## src/rtl/irq_seq_pkg.sv

```systemverilog
package irq_seq_pkg;

   typedef enum logic [3:0] {
      PH_IDLE,
      PH_FETCH,
      PH_ACK,
      PH_PUSH_HI,
      PH_PUSH_LO,
      PH_OPND_LO,
      PH_OPND_HI,
      PH_VEC_LO,
      PH_VEC_HI,
      PH_DONE
   } phase_e;

   function automatic logic is_push(phase_e p);
      return (p == PH_PUSH_HI) || (p == PH_PUSH_LO);
   endfunction

   function automatic logic is_read(phase_e p);
      return (p == PH_FETCH) || (p == PH_OPND_LO) || (p == PH_OPND_HI) ||
             (p == PH_VEC_LO) || (p == PH_VEC_HI);
   endfunction

endpackage

```

## src/rtl/irq_seq_step.sv

```systemverilog
module irq_seq_step
   import irq_seq_pkg::*;
#(
   parameter int OPF_T     = 4,
   parameter int NMI_EXTRA = 1,
   parameter int ACK_WAITS = 2,
   parameter int ACK_EXTRA = 1,
   parameter int MEM_T     = 3,
   parameter int CW        = 3
) (
   input  phase_e          ph_i,
   input  logic            nmi_i,
   input  logic [1:0]      mode_i,
   input  logic            call_i,
   output phase_e          nxt_o,
   output logic [CW-1:0]   len_o
);
   localparam int FETCH_LEN = OPF_T + NMI_EXTRA;
   localparam int ACK_LEN   = OPF_T + ACK_WAITS + ACK_EXTRA;

   always_comb begin
      nxt_o = PH_IDLE;
      unique case (ph_i)
         PH_FETCH:   nxt_o = PH_PUSH_HI;
         PH_ACK:     nxt_o = (mode_i == 2'd0 && call_i) ? PH_OPND_LO : PH_PUSH_HI;
         PH_OPND_LO: nxt_o = PH_OPND_HI;
         PH_OPND_HI: nxt_o = PH_PUSH_HI;
         PH_PUSH_HI: nxt_o = PH_PUSH_LO;
         PH_PUSH_LO: nxt_o = (!nmi_i && mode_i == 2'd2) ? PH_VEC_LO : PH_DONE;
         PH_VEC_LO:  nxt_o = PH_VEC_HI;
         PH_VEC_HI:  nxt_o = PH_DONE;
         default:    nxt_o = PH_IDLE;
      endcase
   end

   always_comb begin
      unique case (ph_i)
         PH_FETCH:                         len_o = CW'(FETCH_LEN);
         PH_ACK:                           len_o = CW'(ACK_LEN);
         PH_PUSH_HI, PH_PUSH_LO,
         PH_OPND_LO, PH_OPND_HI,
         PH_VEC_LO, PH_VEC_HI:             len_o = CW'(MEM_T);
         default:                          len_o = CW'(1);
      endcase
   end

endmodule

```

## src/rtl/irq_seq_tcount.sv

```systemverilog
module irq_seq_tcount #(
   parameter int CW = 3
) (
   input  logic          clk,
   input  logic          rst_n,
   input  logic          clr_i,
   input  logic          run_i,
   input  logic [CW-1:0] len_i,
   output logic          last_o
);
   logic [CW-1:0] cnt_q;

   assign last_o = run_i && (cnt_q == len_i - CW'(1));

   always_ff @(posedge clk) begin
      if (!rst_n) begin
         cnt_q <= '0;
      end else if (clr_i || last_o) begin
         cnt_q <= '0;
      end else if (run_i) begin
         cnt_q <= cnt_q + CW'(1);
      end
   end

endmodule

```

## src/rtl/irq_seq_regs.sv

```systemverilog
module irq_seq_regs
   import irq_seq_pkg::*;
#(
   parameter int          DW         = 8,
   parameter int          AW         = 16,
   parameter logic [15:0] NMI_TARGET = 16'h0066,
   parameter logic [15:0] IM1_TARGET = 16'h0038,
   parameter logic [7:0]  CALL_OPC   = 8'hCD
) (
   input  logic          clk,
   input  logic          rst_n,
   input  logic          load_i,
   input  logic [AW-1:0] pc_i,
   input  logic [AW-1:0] sp_i,
   input  logic [DW-1:0] ireg_i,
   input  logic          nmi_i,
   input  logic [1:0]    mode_i,
   input  logic          adv_i,
   input  phase_e        ph_i,
   input  phase_e        nxt_i,
   input  logic [DW-1:0] data_i,
   output logic [AW-1:0] pc_q,
   output logic [AW-1:0] sp_q,
   output logic [DW-1:0] ireg_q,
   output logic [DW-1:0] opc_q,
   output logic          nmi_q,
   output logic [1:0]    mode_q,
   output logic [AW-1:0] newpc_q
);
   logic [DW-1:0] lo_q, hi_q;
   logic [AW-1:0] target;

   always_comb begin
      if (ph_i == PH_VEC_HI)
         target = {data_i, lo_q};
      else if (nmi_q)
         target = AW'(NMI_TARGET);
      else if (mode_q == 2'd1)
         target = AW'(IM1_TARGET);
      else if (opc_q == DW'(CALL_OPC))
         target = {hi_q, lo_q};
      else
         target = {{(AW-6){1'b0}}, opc_q[5:3], 3'b000};
   end

   always_ff @(posedge clk) begin
      if (!rst_n) begin
         pc_q    <= '0;
         sp_q    <= '0;
         ireg_q  <= '0;
         opc_q   <= '0;
         nmi_q   <= 1'b0;
         mode_q  <= '0;
         lo_q    <= '0;
         hi_q    <= '0;
         newpc_q <= '0;
      end else if (load_i) begin
         pc_q   <= pc_i;
         sp_q   <= sp_i;
         ireg_q <= ireg_i;
         nmi_q  <= nmi_i;
         mode_q <= mode_i;
      end else if (adv_i) begin
         if (is_push(nxt_i))
            sp_q <= sp_q - AW'(1);
         case (ph_i)
            PH_ACK:                lo_q <= lo_q;
            PH_OPND_LO, PH_VEC_LO: lo_q <= data_i;
            PH_OPND_HI:            hi_q <= data_i;
            default:               hi_q <= hi_q;
         endcase
         if (ph_i == PH_ACK)
            opc_q <= data_i;
         if (nxt_i == PH_DONE)
            newpc_q <= target;
      end
   end

endmodule

```

## src/rtl/irq_resp_seq.sv

```systemverilog
module irq_resp_seq
   import irq_seq_pkg::*;
#(
   parameter int          DW            = 8,
   parameter int          OPF_T         = 4,
   parameter int          NMI_EXTRA     = 1,
   parameter int          ACK_WAITS     = 2,
   parameter int          ACK_EXTRA     = 1,
   parameter int          MEM_T         = 3,
   parameter logic [15:0] NMI_TARGET    = 16'h0066,
   parameter logic [15:0] IM1_TARGET    = 16'h0038,
   parameter logic [7:0]  CALL_OPC      = 8'hCD,
   parameter bit          MODE3_AS_IM2  = 1'b1,
   localparam int         AW            = 2 * DW
) (
   input  logic          clk,
   input  logic          rst_n,
   input  logic          start_i,
   input  logic          nmi_i,
   input  logic [1:0]    mode_i,
   input  logic [AW-1:0] pc_i,
   input  logic [AW-1:0] sp_i,
   input  logic [DW-1:0] ireg_i,
   input  logic [DW-1:0] data_i,
   output logic          busy_o,
   output logic          m1_o,
   output logic          ack_o,
   output logic          rd_o,
   output logic          wr_o,
   output logic [AW-1:0] addr_o,
   output logic [DW-1:0] wdata_o,
   output logic [AW-1:0] sp_o,
   output logic [AW-1:0] new_pc_o,
   output logic          done_o
);
   localparam int FETCH_LEN = OPF_T + NMI_EXTRA;
   localparam int ACK_LEN   = OPF_T + ACK_WAITS + ACK_EXTRA;
   localparam int MAX_A     = (FETCH_LEN > ACK_LEN) ? FETCH_LEN : ACK_LEN;
   localparam int MAX_LEN   = (MAX_A > MEM_T) ? MAX_A : MEM_T;
   localparam int CW        = $clog2(MAX_LEN + 1);

   if (DW < 4)            begin : g_bad_dw   $error("DW must be at least 4");          end
   if (OPF_T < 1)         begin : g_bad_opf  $error("OPF_T must be positive");         end
   if (MEM_T < 1)         begin : g_bad_mem  $error("MEM_T must be positive");         end
   if (ACK_WAITS < 0)     begin : g_bad_wait $error("ACK_WAITS must not be negative"); end

   phase_e        ph_q, nxt;
   logic [CW-1:0] len;
   logic          tlast, accept, adv, call_now;
   logic [1:0]    mode_map;
   logic [AW-1:0] pc_q, sp_q, newpc_q;
   logic [DW-1:0] ireg_q, opc_q;
   logic          nmi_q;
   logic [1:0]    mode_q;
   logic [AW-1:0] vec_addr;

   if (MODE3_AS_IM2) begin : g_m3_vec
      assign mode_map = (mode_i == 2'd3) ? 2'd2 : mode_i;
   end else begin : g_m3_fix
      assign mode_map = (mode_i == 2'd3) ? 2'd1 : mode_i;
   end

   assign accept   = start_i && (ph_q == PH_IDLE);
   assign adv      = (ph_q != PH_IDLE) && tlast;
   assign call_now = (ph_q == PH_ACK) ? (data_i == CALL_OPC) : (opc_q == CALL_OPC);
   assign vec_addr = {ireg_q, opc_q};

   irq_seq_step #(
      .OPF_T(OPF_T), .NMI_EXTRA(NMI_EXTRA), .ACK_WAITS(ACK_WAITS),
      .ACK_EXTRA(ACK_EXTRA), .MEM_T(MEM_T), .CW(CW)
   ) u_step (
      .ph_i(ph_q), .nmi_i(nmi_q), .mode_i(mode_q), .call_i(call_now),
      .nxt_o(nxt), .len_o(len)
   );

   irq_seq_tcount #(.CW(CW)) u_tcnt (
      .clk(clk), .rst_n(rst_n), .clr_i(accept), .run_i(ph_q != PH_IDLE),
      .len_i(len), .last_o(tlast)
   );

   irq_seq_regs #(
      .DW(DW), .AW(AW), .NMI_TARGET(NMI_TARGET), .IM1_TARGET(IM1_TARGET),
      .CALL_OPC(CALL_OPC)
   ) u_regs (
      .clk(clk), .rst_n(rst_n), .load_i(accept), .pc_i(pc_i), .sp_i(sp_i),
      .ireg_i(ireg_i), .nmi_i(nmi_i), .mode_i(mode_map), .adv_i(adv),
      .ph_i(ph_q), .nxt_i(nxt), .data_i(data_i), .pc_q(pc_q), .sp_q(sp_q),
      .ireg_q(ireg_q), .opc_q(opc_q), .nmi_q(nmi_q), .mode_q(mode_q),
      .newpc_q(newpc_q)
   );

   always_ff @(posedge clk) begin
      if (!rst_n)
         ph_q <= PH_IDLE;
      else if (accept)
         ph_q <= nmi_i ? PH_FETCH : PH_ACK;
      else if (adv)
         ph_q <= nxt;
   end

   always_comb begin
      unique case (ph_q)
         PH_FETCH, PH_ACK, PH_OPND_LO: addr_o = pc_q;
         PH_OPND_HI:                   addr_o = pc_q + AW'(1);
         PH_PUSH_HI, PH_PUSH_LO:       addr_o = sp_q;
         PH_VEC_LO:                    addr_o = vec_addr;
         PH_VEC_HI:                    addr_o = vec_addr + AW'(1);
         default:                      addr_o = '0;
      endcase
   end

   always_comb begin
      unique case (ph_q)
         PH_PUSH_HI: wdata_o = pc_q[AW-1:DW];
         PH_PUSH_LO: wdata_o = pc_q[DW-1:0];
         default:    wdata_o = '0;
      endcase
   end

   assign busy_o   = (ph_q != PH_IDLE);
   assign m1_o     = (ph_q == PH_FETCH) || (ph_q == PH_ACK);
   assign ack_o    = (ph_q == PH_ACK);
   assign rd_o     = is_read(ph_q);
   assign wr_o     = is_push(ph_q);
   assign done_o   = (ph_q == PH_DONE);
   assign sp_o     = sp_q;
   assign new_pc_o = newpc_q;

endmodule

```

## config.mk

```make
export PLATFORM = sky130hd
export DESIGN_NAME = irq_resp_seq
export DESIGN_NICKNAME = d
export VERILOG_FILES = /design/src/rtl/irq_seq_pkg.sv /design/src/rtl/irq_seq_step.sv /design/src/rtl/irq_seq_tcount.sv /design/src/rtl/irq_seq_regs.sv /design/src/rtl/irq_resp_seq.sv
export SDC_FILE = /design/constraint.sdc
export NUM_CORES = 1
export LEC_CHECK = 0
export BUFFER_PORTS_ARGS = -buffer_cell sky130_fd_sc_hd__buf_2
export CAP_MARGIN = 20
export CORE_UTILIZATION = 50
export DETAILED_ROUTE_END_ITERATION = 8
export HOLD_SLACK_MARGIN = 0.03
export PLACE_DENSITY = 0.74
export SYNTH_ARGS = -nofsm -noshare
export SYNTH_HDL_FRONTEND = slang
export SYNTH_SLANG_ARGS = --single-unit
export TNS_END_PERCENT = 10
```

## constraint.sdc

```tcl
create_clock -name clk -period 3.4 [get_ports clk]
set_input_delay 0.34 -clock clk [delete_from_list [all_inputs] [get_ports clk]]
set_output_delay 0.34 -clock clk [all_outputs]
set_load 0.05 [all_outputs]
```

# After elaboration in Yosys (flattened, before gate mapping)
# Memory sizes are Yosys's and may differ from the RTL's. A register that Yosys moved wholly into a read port is not among the register bits.
# Index checks and enable logic that the tools add are counted.
# W data, S select, Z words.
# totals
regBits	90
rom_bits	32
input_bits	54
out_inout_bits	62
word_cells	85
mem_count	1
# memory_table
memory	depth	width	read_ports	rd_clocked_by_memory_dff	write_ports	line	rtl
(no name shown)	16	2	1	1	0	irq_seq_step.sv:37	unique case (ph_i)
# classes
add_sub_neg	5
eq_ne	18
mux	19
n_bitwise	2
reduce_logical	29
# ops
operator	count
$mux W16	7
$pmux W16 S5	1
$add A16 B1 Y16 const B	2
$pmux W4 S7	1
$eq A4 B3 Y1 const B	5
$mux W4	5
$eq A8 B8 Y1 const B	2
$pmux W8 S2	1
$sub A16 B1 Y16 const B	1
$eq A4 B2 Y1 const B	3
$eq A4 B4 Y1 const B	3
$reduce_and A3 Y1	4
$logic_or A1 B1 Y1	8
$reduce_or A2 Y1	4
$logic_and A1 B1 Y1	5
$eq A2 B2 Y1 const B	2
$eq A4 B1 Y1 const B	1
$logic_not A4 Y1	1
$mux W2	2
$reduce_bool A2 Y1	2
$reduce_bool A4 Y1	1
$add A3 B1 Y3 const B	1
$eq A3 B3 Y1	1
$mux W3	1
other kinds (8)	9

# Depth between registers and ports, before layout
# logic_depth
depth_word	10
mapped_depth	12
depth_no_buf	9

# Modules after synthesis
# From an unflattened synthesis, not the netlist that was laid out.
# hier_totals
hier_cells	644
hier_area_um2	5487.8
# by_module_without_submodules
mod	n_inst	cells_each	area_each_um2	seq_area_each_um2
irq_seq_regs	1	378	3595.9	1661.6
irq_resp_seq	1	218	1486.4	80.1
irq_seq_tcount	1	19	211.5	60.1
irq_seq_step	1	29	193.9	0.0

# Worst setup path before layout
# No wires, ideal clock.
# synth_path
kind	register -> output
start	register ph_q[1]
end	output addr_o[8]
t_arrival_ns	3.596
required_ns	3.060
setup_slack_ns	-0.536
stages_incl_launch_ff	12
n_path_buf	4
path_cell_list	dfxtp_1 > buf_2 > nor4b_2 > buf_2 > buf_2 > buf_2 > nand2_1 > nand2_1 > ha_1 > o211ai_2 > o31a_1 > o31ai_1
# synth_via
elab_chain_cells	3
word_cells_on_any_way	11
classes_between	eq/ne (8); mux (1); reduce/logical (2)
# synth_lines
element	line	rtl
start, declared	irq_resp_seq.sv:47	phase_e ph_q, nxt;
start signal, assigned	irq_resp_seq.sv:96	ph_q <= nmi_i ? PH_FETCH : PH_ACK;
start signal, assigned	irq_resp_seq.sv:98	ph_q <= nxt;
$eq A4 B2 Y1 (tied with other cells)	irq_resp_seq.sv:102	unique case (ph_q)
$reduce_or A3 Y1 or $reduce_or A2 Y1 (tied branches)	irq_resp_seq.sv:102	
$pmux W16 S5 *	irq_resp_seq.sv:102	
end, declared	irq_resp_seq.sv:30	output logic [AW-1:0] addr_o,
# Every way passes the cells marked *; elsewhere a longest branch is shown, timed or not.

# Final worst setup path
# layout_path
start	register ph_q[0]
end	output addr_o[10]
# Same word-level chain as after synthesis.

==> impl_metrics.tcl <==
set metrics [dict create \
    whs_endpoint "u_regs.pc_q[1]" \
    grt_max_degree 59 \
    grtUsageMet2 0.451 \
    finalSetupViolations 0 \
    r2r_cells 6 \
    multi_input_comb_area_um2 3270 \
    maxSlewHeadroom 0.324 \
    htreeDepth 3 \
    grt_busiest_layer "met2" \
    synth_seq_cells 92 \
    die_w_um 106 \
    clkLatencyLatePin_ns 0.37 \
    period_share 0.960 \
    ys_seq_area_frac 0.343 \
    max_freq_mhz 306 \
    via_per_inst 6.22 \
    grt_pass1_vias 5260 \
    worst_hold_startpoint "pc_i[1]" \
    rsz0062_at_grt "no" \
    synthArstFlopShare 0 \
    rows 37 \
    p_sw_w 0.00292 \
    violations "DRC" \
    synthTopCellsByCount "nand2_1, dfxtp_1, a21oi_1" \
    drv_slew 0 \
    n_antenna_cell 0 \
    synth_edf_count 0 \
    post-route-min-period_ns 3.26 \
    ant_nets 0 \
    fin_cells 926 \
    synth_ff_type "dfxtp_1" \
    drt-pass1-iter-count 9 \
    hold_viol_final 0 \
    worstSetupStartpoint "ph_q[0]" \
    num_vias 5759 \
    fin_area_um2 6250 \
    worst_pin_slew_ns 1.01 \
    yosysWarnings 0 \
    worstReg2RegEnd "u_regs.sp_q[13]" \
    critPathRequiredTime_ns 3.06 \
    dpl_cell_area_um2 6020 \
    port_buffers 115 \
    track_usage 0.300 \
    antenna_found_initial 0 \
    avgSynthCellArea_um2 7.74 \
    r2r_slack_ns 0.40 \
    outcome "finished, violations left" \
    io_pins 116 \
    critPathKind "register to output port" \
    synth.area.top_cells "dfxtp_1, nand2_1, a21oi_1" \
    clockBufferDepth 2 \
    initial_core_util 0.517 \
    die_y_um 106 \
    grt_use_met3 0.0519 \
    synth_cell_types 70 \
    final_util 0.603 \
    overflow 0 \
    synth_area_um2 5360 \
    synth_most_common_cell "nand2_1" \
    synthCells 693 \
    dp_cells 907 \
    power_switching_share 0.534 \
    power_frac_clock 0.130 \
    fillCellCount 989 \
    worst-path-max-fanout 23 \
    cts_made_buffers 9 \
    cap_violations 0 \
    wirelength_mm 16.6 \
    clock_skew_ns 0.0112 \
    power_frac_seq 0.301 \
    end_kind "output port" \
    clk_pin_slew_ns 0.10 \
    grt_pass1_wl_mm 26.6 \
    fin_ws_ns 0.137 \
    critPathArrivalTime_ns 2.92 \
    drt_iter0_drc 549 \
    gp_congestion 0.934 \
    drc_errors 3 \
    final_layout_size_suffix_gt1_frac 0.225 \
    hold_class "input port to register" \
    die_area_um2 11100 \
    syn_nets 751 \
    ff_latch_area_um2 1840 \
    post-place-ws_ns 0.354 \
    start_kind "register" \
    cts_tree "done" \
    power.density_cell_area_nw_per_um2 876 \
    pwr-share-comb 0.569 \
    layout.nets 843 \
    r2r_start "ph_q[1]" \
    holdPathStages 3 \
    synth_top_area_frac 0.343 \
    cts_sinks 92 \
    synth_top_area_cell "dfxtp_1" \
    power.internal_w 0.00256 \
    grt_use_met1 0.424 \
    clk_root_buffer_cell "clkbuf_8" \
    peakVddDrop_mv 0.566 \
    core_um2 10400 \
    area_growth_pct 16.6 \
    post_drt_wl_per_cell_um 18.0 \
    post-dp-hpwl_mm 11.5 \
    leakage_nw 2.46 \
]
[worst max path at each step]
| stage | to | slack [ns] | cells after the start |
|---|---|---|---|
| after floorplan | addr_o[10] | -0.43 | 11 |
| after global placement | addr_o[14] | 0.39 | 7 |
| after detailed placement | addr_o[14] | 0.35 | 7 |
| after CTS | addr_o[10] | 0.006 | 8 |
| after global routing | addr_o[10] | 0.06 | 8 |
| final | addr_o[10] | 0.14 | 8 |
[routing by layer]
metal,part of all wire,up-vias
li1,-,2727
met1,0.44,2697
met2,0.45,304
met3,0.096,31
met4,0.021,0
met5,0,-
[sequential cells by signal (all words and copies together), names as in the netlist]
signal          cells
u_regs.newpc_q     16
u_regs.lo_q         8
u_regs.ireg_q       8
u_regs.hi_q         8
u_regs.mode_q       2
u_step.len_o        2
u_regs.nmi_q        1
ph_q                4
u_tcnt.cnt_q        3
u_regs.pc_q        16
u_regs.opc_q        8
u_regs.sp_q        16
[worst max-delay path, cell delays in order, from the launching register on]
cell and delay (ns):
dfxtp_2 0.38, or4b_1 0.59, buf_6 0.22, mux2i_1 0.16, buf_4 0.18, or3_1 0.39, o21a_1 0.18, o31ai_1 0.20
buf_4 0.24
[per-stage QoR]
stage	power (W)	hold WS (ns)	setup TNS, ns
finish	0.00548	0.196	0
global route	0.00581	0.197	0
CTS	0.00543	0.186	0
detailed placement	0.00472	0.443	0
global placement	0.00466	0.436	0
floorplan	0.00396	0.448	-1.40
[kinds of logic after synthesis]
| logic type | Yosys count | share of synthesized area |
|---|---|---|
| AOI/OAI and AO/OA | 187 | 0.234 |
| DFF | 92 | 0.343 |
| and+or+nand+nor | 297 | 0.276 |
| buffers and inverters | 66 | 0.0525 |
| muxes | 32 | 0.0604 |
| xor gates and xnor gates | 15 | 0.0245 |
| adders and majority gates | 4 | 0.00933 |
[cells in the final DEF, fill, tap and decap left out, types with 3 or more instances in the layout]
master	n
nand2_1	137
buf_2	113
dfxtp_1	91
a21oi_1	70
nand3_1	35
nor2_1	33
mux2i_1	28
o21ai_0	24
buf_4	23
a222oi_1	16
nor3_1	14
xnor2_1	10
clkbuf_8	10
nand2b_1	9
or3_1	9
inv_1	8
a22o_1	8
o22ai_1	8
a31oi_1	7
and3_1	6
nor4_1	6
nand4_1	5
xor2_1	5
o211ai_1	5
or4_1	5
a211oi_1	5
o21a_1	5
and4_1	4
a211o_1	4
o31ai_1	4
a2111oi_0	4
ha_1	4
or3b_2	3
mux2_2	3
nand4b_1	3
o41ai_1	3
nor4b_1	3
a32o_1	3
clkinv_4	3
[timing repair]
action,CTS,global route
pin swaps,1,0
buffers inserted,2,0
hold buffers,0,0
resized for setup,0,8
endpoints found under the setup margin,3,4
[cell type report]
| cell class | count | share of cell area |
|---|---|---|
| clock buffer | 11 | 0.0226 |
| clock inverter | 5 | 0.00700 |
| sequential | 92 | 0.295 |
| timing repair buffer | 137 | 0.120 |
| inverter | 10 | 0.00600 |
| multi-input combinational | 535 | 0.523 |
| tap | 136 | 0.0272 |
[power groups by stage]
stage / combinational (W) / sequential, W / clock, W
finish: 0.00312 / 0.00165 / 0.000713
floorplan: 0.00214 / 0.00182 / 0
global route: 0.00336 / 0.00168 / 0.000763
CTS: 0.00308 / 0.00163 / 0.000719
detailed placement: 0.00306 / 0.00166 / 0
global placement: 0.00301 / 0.00165 / 0
(Power assumes the default switching activity.)
